`src/rtl/rdimm_pwrup_seq.sv`:
```
module rdimm_pwrup_seq #(
  parameter int CLK_PER_US = 125,
  parameter int PLL_US     = 100,
  parameter int DRAM_US    = 200,
  parameter int T_ACT_CYC  = 16,
  parameter int ADDR_W     = 13,
  parameter bit IDLE_NOP   = 1'b1
) (
  input  logic              clk,
  input  logic              rst_n,
  input  logic              clk_stable,
  input  logic              freq_ok,
  output logic              mod_rst_n,
  output logic              cke,
  output logic              cs_n,
  output logic              ras_n,
  output logic              cas_n,
  output logic              we_n,
  output logic [ADDR_W-1:0] addr,
  output logic              busy,
  output logic              init_start
);

  localparam int PLL_CYC  = PLL_US * CLK_PER_US;
  localparam int DRAM_CYC = DRAM_US * CLK_PER_US;
  localparam int MAX_A    = (PLL_CYC > DRAM_CYC) ? PLL_CYC : DRAM_CYC;
  localparam int MAX_CYC  = (MAX_A > T_ACT_CYC) ? MAX_A : T_ACT_CYC;
  localparam int CW       = $clog2(MAX_CYC + 1);
  localparam logic [CW-1:0] PLL_LAST  = CW'(PLL_CYC - 1);
  localparam logic [CW-1:0] DRAM_LAST = CW'(DRAM_CYC - 1);
  localparam logic [CW-1:0] ACT_LAST  = CW'(T_ACT_CYC - 1);

  typedef enum logic [2:0] {
    S_CLKWAIT, S_PLL, S_DRAM, S_SETUP, S_ACT, S_START, S_DONE
  } state_t;

  state_t        state;
  logic [CW-1:0] cnt;
  logic          qual;
  logic          hold_pat;
  logic [3:0]    cmd;

  assign qual = clk_stable & freq_ok;

  always_ff @(posedge clk or negedge rst_n) begin
    if (!rst_n) begin
      state <= S_CLKWAIT;
      cnt   <= '0;
    end else begin
      case (state)
        S_CLKWAIT: begin
          cnt <= '0;
          if (qual) state <= S_PLL;
        end
        S_PLL: begin
          if (!qual) begin
            state <= S_CLKWAIT;
            cnt   <= '0;
          end else if (cnt == PLL_LAST) begin
            state <= S_DRAM;
            cnt   <= '0;
          end else begin
            cnt <= cnt + 1'b1;
          end
        end
        S_DRAM: begin
          if (!qual) begin
            state <= S_CLKWAIT;
            cnt   <= '0;
          end else if (cnt == DRAM_LAST) begin
            state <= S_SETUP;
            cnt   <= '0;
          end else begin
            cnt <= cnt + 1'b1;
          end
        end
        S_SETUP: begin
          state <= S_ACT;
          cnt   <= '0;
        end
        S_ACT: begin
          if (cnt == ACT_LAST) begin
            state <= S_START;
            cnt   <= '0;
          end else begin
            cnt <= cnt + 1'b1;
          end
        end
        S_START: state <= S_DONE;
        default: state <= S_DONE;
      endcase
    end
  end

  assign hold_pat   = (state == S_SETUP) || (state == S_ACT) || (state == S_START);
  assign mod_rst_n  = (state == S_ACT) || (state == S_START) || (state == S_DONE);
  assign cke        = (state == S_DONE);
  assign busy       = (state != S_DONE);
  assign init_start = (state == S_START);

  always_comb begin
    if (state == S_DONE)
      cmd = 4'b1111;
    else if (hold_pat && IDLE_NOP)
      cmd = 4'b1111;
    else
      cmd = 4'b0000;
  end

  assign {cs_n, ras_n, cas_n, we_n} = cmd;
  assign addr = '0;

  assert_cke_low_R11: assert property (@(posedge clk) disable iff (!rst_n)
    (!mod_rst_n || busy) |-> !cke);

  assert_no_drift_R7: assert property (@(posedge clk) disable iff (!rst_n)
    ((state == S_ACT) || (state == S_START)) |-> $stable({cs_n, ras_n, cas_n, we_n, addr}));

  assert_release_stable_R7: assert property (@(posedge clk) disable iff (!rst_n)
    $rose(mod_rst_n) |-> $stable({cs_n, ras_n, cas_n, we_n, addr}));

  assert_restart_R4: assert property (@(posedge clk) disable iff (!rst_n)
    (((state == S_PLL) || (state == S_DRAM)) && !qual) |=> (state == S_CLKWAIT && !mod_rst_n));

  assert_pulse_one_R8: assert property (@(posedge clk) disable iff (!rst_n)
    init_start |=> (!init_start && !busy));

  assert_start_after_release_R8: assert property (@(posedge clk) disable iff (!rst_n)
    init_start |-> $past(mod_rst_n));

  assert_done_sticky_R9: assert property (@(posedge clk) disable iff (!rst_n)
    !busy |=> (!busy && mod_rst_n && cke));

  assert_release_held_R10: assert property (@(posedge clk) disable iff (!rst_n)
    mod_rst_n |=> mod_rst_n);

  assert_no_qual_R2: assert property (@(posedge clk) disable iff (!rst_n)
    ((state == S_CLKWAIT) && !qual) |=> (state == S_CLKWAIT));

endmodule

```
`config.mk`:
```
export PLATFORM = sky130hd
export DESIGN_NAME = rdimm_pwrup_seq
export DESIGN_NICKNAME = d
export VERILOG_FILES = /design/src/rtl/rdimm_pwrup_seq.sv
export SDC_FILE = /design/constraint.sdc
export NUM_CORES = 1
export LEC_CHECK = 0
export BUFFER_PORTS_ARGS = -buffer_cell sky130_fd_sc_hd__buf_2
export CORE_AREA = 2 2 57 59
export DETAILED_ROUTE_END_ITERATION = 7
export DIE_AREA = 0 0 59 61
export RECOVER_POWER = 50
export SYNTH_ARGS = -nofsm -noshare
export SYNTH_HDL_FRONTEND = slang
export SYNTH_SLANG_ARGS = --single-unit
```
`constraint.sdc`:
```
create_clock -name clk -period 4.26 [get_ports clk]
set_clock_uncertainty 0.1 [all_clocks]
set_input_delay 0.426 -clock clk [delete_from_list [all_inputs] [get_ports clk]]
set_output_delay 0.426 -clock clk [all_outputs]
set_load 0.02 [all_outputs]
```
## After elaboration in Yosys (flattened, before gate mapping)

Index checks and enable logic that the tools add are counted.

| operators by class | value |
|---|---|
| bitwise operators | 1 |
| mux-type cells | 15 |
| reduce and logical (&&, ||, !) cells | 8 |
| $add $sub $neg | 1 |
| equality and inequality tests | 14 |

Operators with widths:

| cell | count |
|---|---|
| $mux W15 | 5 |
| $pmux W15 S4 | 1 |
| $mux W3 | 6 |
| $add A15 B1 Y15 const B | 1 |
| $eq A15 B14 Y1 const B | 1 |
| $eq A15 B15 Y1 const B | 1 |
| $eq A15 B4 Y1 const B | 1 |
| $pmux W3 S5 | 1 |
| $eq A3 B3 Y1 const B | 3 |
| $ne A3 B3 Y1 const B | 3 |
| $mux W4 | 2 |
| $eq A3 B2 Y1 const B | 2 |
| $logic_or A1 B1 Y1 | 4 |
| $ne A2 B2 Y1 const B | 2 |
| $reduce_and A4 Y1 | 1 |
| $reduce_bool A4 Y1 | 1 |
| $eq A3 B1 Y1 const B | 1 |
| $logic_not A3 Y1 | 1 |
| $reduce_or A2 Y1 | 1 |
| $and A1 B1 Y1 | 1 |

| word-level totals | value |
|---|---|
| output and inout bits | 21 |
| input bits | 4 |
| register bits | 18 |

## Depth between registers and ports, before layout

| logic depth | value |
|---|---|
| depth after elaboration | 5 |
| depth in mapped cells | 7 |

## Least setup slack after synthesis

OpenSTA, ideal clock, no wires.

| path | value |
|---|---|
| path kind | register to register |
| from | reg cnt[0] |
| to | reg cnt[7] |
| buffers on the path | 1 |
| slack | 2.005 ns |
| arrival time | 2.036 ns |
| stages on the path, launching flop included | 8 |
| required time | 4.041 ns |
| setup time | 0.119 ns |
| period minus slack after synthesis | 2.255 ns |
| cells stage by stage | dfrtp_1 ha_1 or4b_4 o41ai_2 o21ai_2 o32ai_4 buf_6 nor2_2 |

| on the way | value |
|---|---|
| cells in the longest elaborated chain, start to end | 4 |

Ends and longest elaborated chain:

| what | RTL line | source |
|---|---|---|
| start, declared | 38 | `logic [CW-1:0] cnt;` |
| start signal, assigned | 63 | `cnt <= cnt + 1'b1;` |
| start signal, assigned | 74 | `cnt <= cnt + 1'b1;` |
| start signal, assigned | 86 | `cnt <= cnt + 1'b1;` |
| $add A15 B1 Y15, or another cell as far along | 63, 74, 86 |  |
| $mux W15, on equally long branches | 70, 59 |  |
| $mux W15, on equally long branches | 67, 56 |  |
| $pmux W15 S4 (*) | 50 | `case (state)` |

Mark *: on every way between the ends. The rest lies on a longest branch, timed or not.
A chain may end at the register's enable or synchronous reset.

## Final worst setup path

| path | value |
|---|---|
| from | reg cnt[0] |
| to | reg cnt[11] |

Same word-level chain as after synthesis.

==> impl_results.md <==
- Die Wd: 59 microns
- Worst rel slew slack: 34.28%
- Fin Setup TNS: 0 ns
- Reg area: 450.4 sq um
- Status: complete, no violations
- Largest family of logic cells by synthesized area: simple AND/OR/NAND/NOR gates
- Slowest CP cell: o32ai_4
- Worst-case reg-to-reg path depth: 6
- Final cell count without fillers: 173
- Number of global-route vias before repair: 800
- Startpoint types: flop
- Maximum clock frequency: 0.3781 GHz
- Hold Path Origin: freq_ok
- Most frequent cells in the layout: dfrtp_1, conb_1, nand2_1
- DRT Pass-1 Iters: 4
- #FFs+latches synth: 18
- Dominant synthesized flop cell: dfrtp_1
- XOR/XNOR Fraction of Synth Area: 8.957%
- Pin count of the biggest net entering global routing: 19
- Global route overflow: 0
- Antenna fix cells: 0
- CTS tree: done
- FF-to-FF End: cnt[11]$_DFFE_PN0P_
- Pwr per Cell Area: 516.2 nW/um^2
- Reg2reg start: cnt[0]$_DFFE_PN0P_
- PortBufs: 11
- Clock latency on the worst-skew pair: 0.30 ns
- CP required: 4.33 ns
- Actual slew at the worst max-slew pin: 0.9858 ns
- Final Max Slew Viols: 0
- Worst-case clock buffer depth: 2
- Post-synthesis mux area share: 0.8858%
- DR vias: 889
- Leading post-synthesis cells by cell area: dfrtp_1, buf_4, xor2_1
- Root buffer cell: clkbuf_4
- Unrepaired setup endpoints after global routing: no
- Number of antenna-violating nets in the routed design: 0
- CP max FO: 12
- Share of cells above drive strength 1: 23.57%
- Initial Utilization: 43.05%
- Hold depth: 3
- Cell area after synthesis: 1271 sq um
- Final setup viols: 0
- Routed length per placed instance: 12.27 microns
- Endpoint class of the critical path: flop
- Synth Area in Simple Gates: 28.44%
- CTS Buf Count: 3
- Final wirelength: 2123 microns
- Synth cell types: 41
- Commonest non-fill, non-tap cell in the layout: dfrtp_1
- First-pass GRT wire length: 3698 microns
- EDFF count, synth: 0
- Largest vdd supply drop: 0.0001949 V
- Cell leakage power: 0.5677 nW
- Synth top area share: 35.43%
- Hold EP: state[1]$_DFFE_PN0P_
- Max Cap Viol: 0
- Layout area overhead: 1.673%
- Die area: 3599 sq um
- Asr flop ratio synth: 100.0%
- Initial antenna violation count: 0
- Via density: 5.139
- Yosys warns: 0
- Min-delay worst type: in2reg
- Crit path cell chain: ha_1 -> or4b_4 -> o41ai_2 -> o21ai_2 -> o32ai_4 -> nor2_1
- Final Hold Vio Count: 0
- Syn Inst Count: 132
- Top Ports: 25
- Gr usage total: 13.79%
- WP buf/inv: 0
- WS Path Type: reg2reg
- Reg2Reg Setup Slack: 1.62 ns
- Reg clk slew, reported paths: 0.10 ns
- Period utilization: 62.08%
- Period minus WS final: 2.645 ns
- # rows: 20
- Footprint of the multi-input gates: 693.2 sq um
- Worst path max stage delay: 0.60 ns
- DP HPWL: 1636 microns
- Mean area per synthesized cell: 9.630 sq um
- Die Span Y: 61 microns
- Leading area contributor after synthesis: dfrtp_1
- Nets: 147
- Post-CTS resize count: 0
- Area share of fa/ha/maj cells after synthesis: 1.969%
- H-tree Lvls: 1
- CP arrival: 2.71 ns
- Iter 0 DRT Violations: 40
- Clock sink count: 18
- Cell count after placement: 168
- CP top delay family: compound AO/OA/AOI/OAI gates
- Routability cong.: 0.7834
- Register area share after synthesis: 35.43%
- Filler Cell Count: 314
- Synth Area in Compound Gates: 10.43%
- Core box area: 2953 sq um
- DRC: 0
[per-stage QoR]
step                util (%)  power (mW)  hold WS, ns  instance area, sq um  worst slack, ns
floorplan                  -      0.5491      0.03041                  1316            2.005
detailed placement     42.37      0.5697       0.2838                  1251            1.607
global placement       42.37      0.5628       0.2776                  1251            1.692
CTS                    43.94      0.6800       0.3558                  1297            1.582
global route           43.77      0.7193       0.3801                  1292            1.405
finish                 43.77      0.6672       0.3628                  1292            1.615
[cell usage after synthesis, types with 2 or more instances]
library cell and number:
buf_6 3, and4_2 2, nand3_1 3, nor2_2 10, buf_4 17, nand4_1 7
and3_1 2, xnor2_1 3, xor2_1 10, nand2_1 12, nor2_1 6, a21oi_1 4
and2b_2 2, nor3_1 2, inv_1 3, ha_1 2, dfrtp_1 18, o31ai_1 2
or3_1 2
[timing repair]
item                       CTS  global route
hold buffers                 1             0
hold endpoints to repair    18             0
setup endpoints to repair    0             0
setup buffers                0             0
[sequential cells by signal (all words and copies together) (netlist names)]
name   cells
state      3
cnt       15
[logic make-up after synthesis]
family,count (synthesis)
compound gates,15
other cells,1
mux,1
buf+inv,23
flops,18
fa+ha+maj,2
xor+xnor,13
simple gates,59
[where the power goes]
part           internal [mW]  switching [mW]
Sequential             0.194          0.0428
Clock                 0.0522          0.0555
Combinational          0.118           0.205
Total                  0.364           0.303
[per-layer routing]
layer | track usage, % | vias to the layer above | routed length [microns]
met3 | 2.559 | 4 | 87
li1 | - | 449 | -
met2 | 18.89 | 24 | 898
met1 | 20.58 | 412 | 1102
met4 | 6.818 | 0 | 35
met5 | 0 | - | 0
[worst reg2reg max path: cells and delay by family (launching register included)]
family / cells / cell delay [ns]
and+or+nand+nor: 2 / 0.61
adders and majority gates: 1 / 0.24
AOI/OAI and AO/OA: 3 / 1.13
DFF: 1 / 0.44
[how the worst max path moves through the flow]
stage	start	end	depth (start not counted)
after global routing	cnt[1]$_DFFE_PN0P_	cnt[11]$_DFFE_PN0P_	6
after detailed placement	cnt[0]$_DFFE_PN0P_	cnt[11]$_DFFE_PN0P_	6
after floorplan	cnt[0]$_DFFE_PN0P_	cnt[7]$_DFFE_PN0P_	7
after CTS	cnt[0]$_DFFE_PN0P_	cnt[11]$_DFFE_PN0P_	6
final	cnt[0]$_DFFE_PN0P_	cnt[11]$_DFFE_PN0P_	6
after global placement	cnt[0]$_DFFE_PN0P_	cnt[10]$_DFFE_PN0P_	6
[area by class of cell]
cell class / count / share of cell area [%]
timing repair buffer: 12 / 4.647
clock buffer: 4 / 2.807
tap: 33 / 3.195
inverter: 3 / 0.8712
sequential: 18 / 34.85
multi-input combinational: 103 / 53.63
Power figures use the tool's default switching activity.
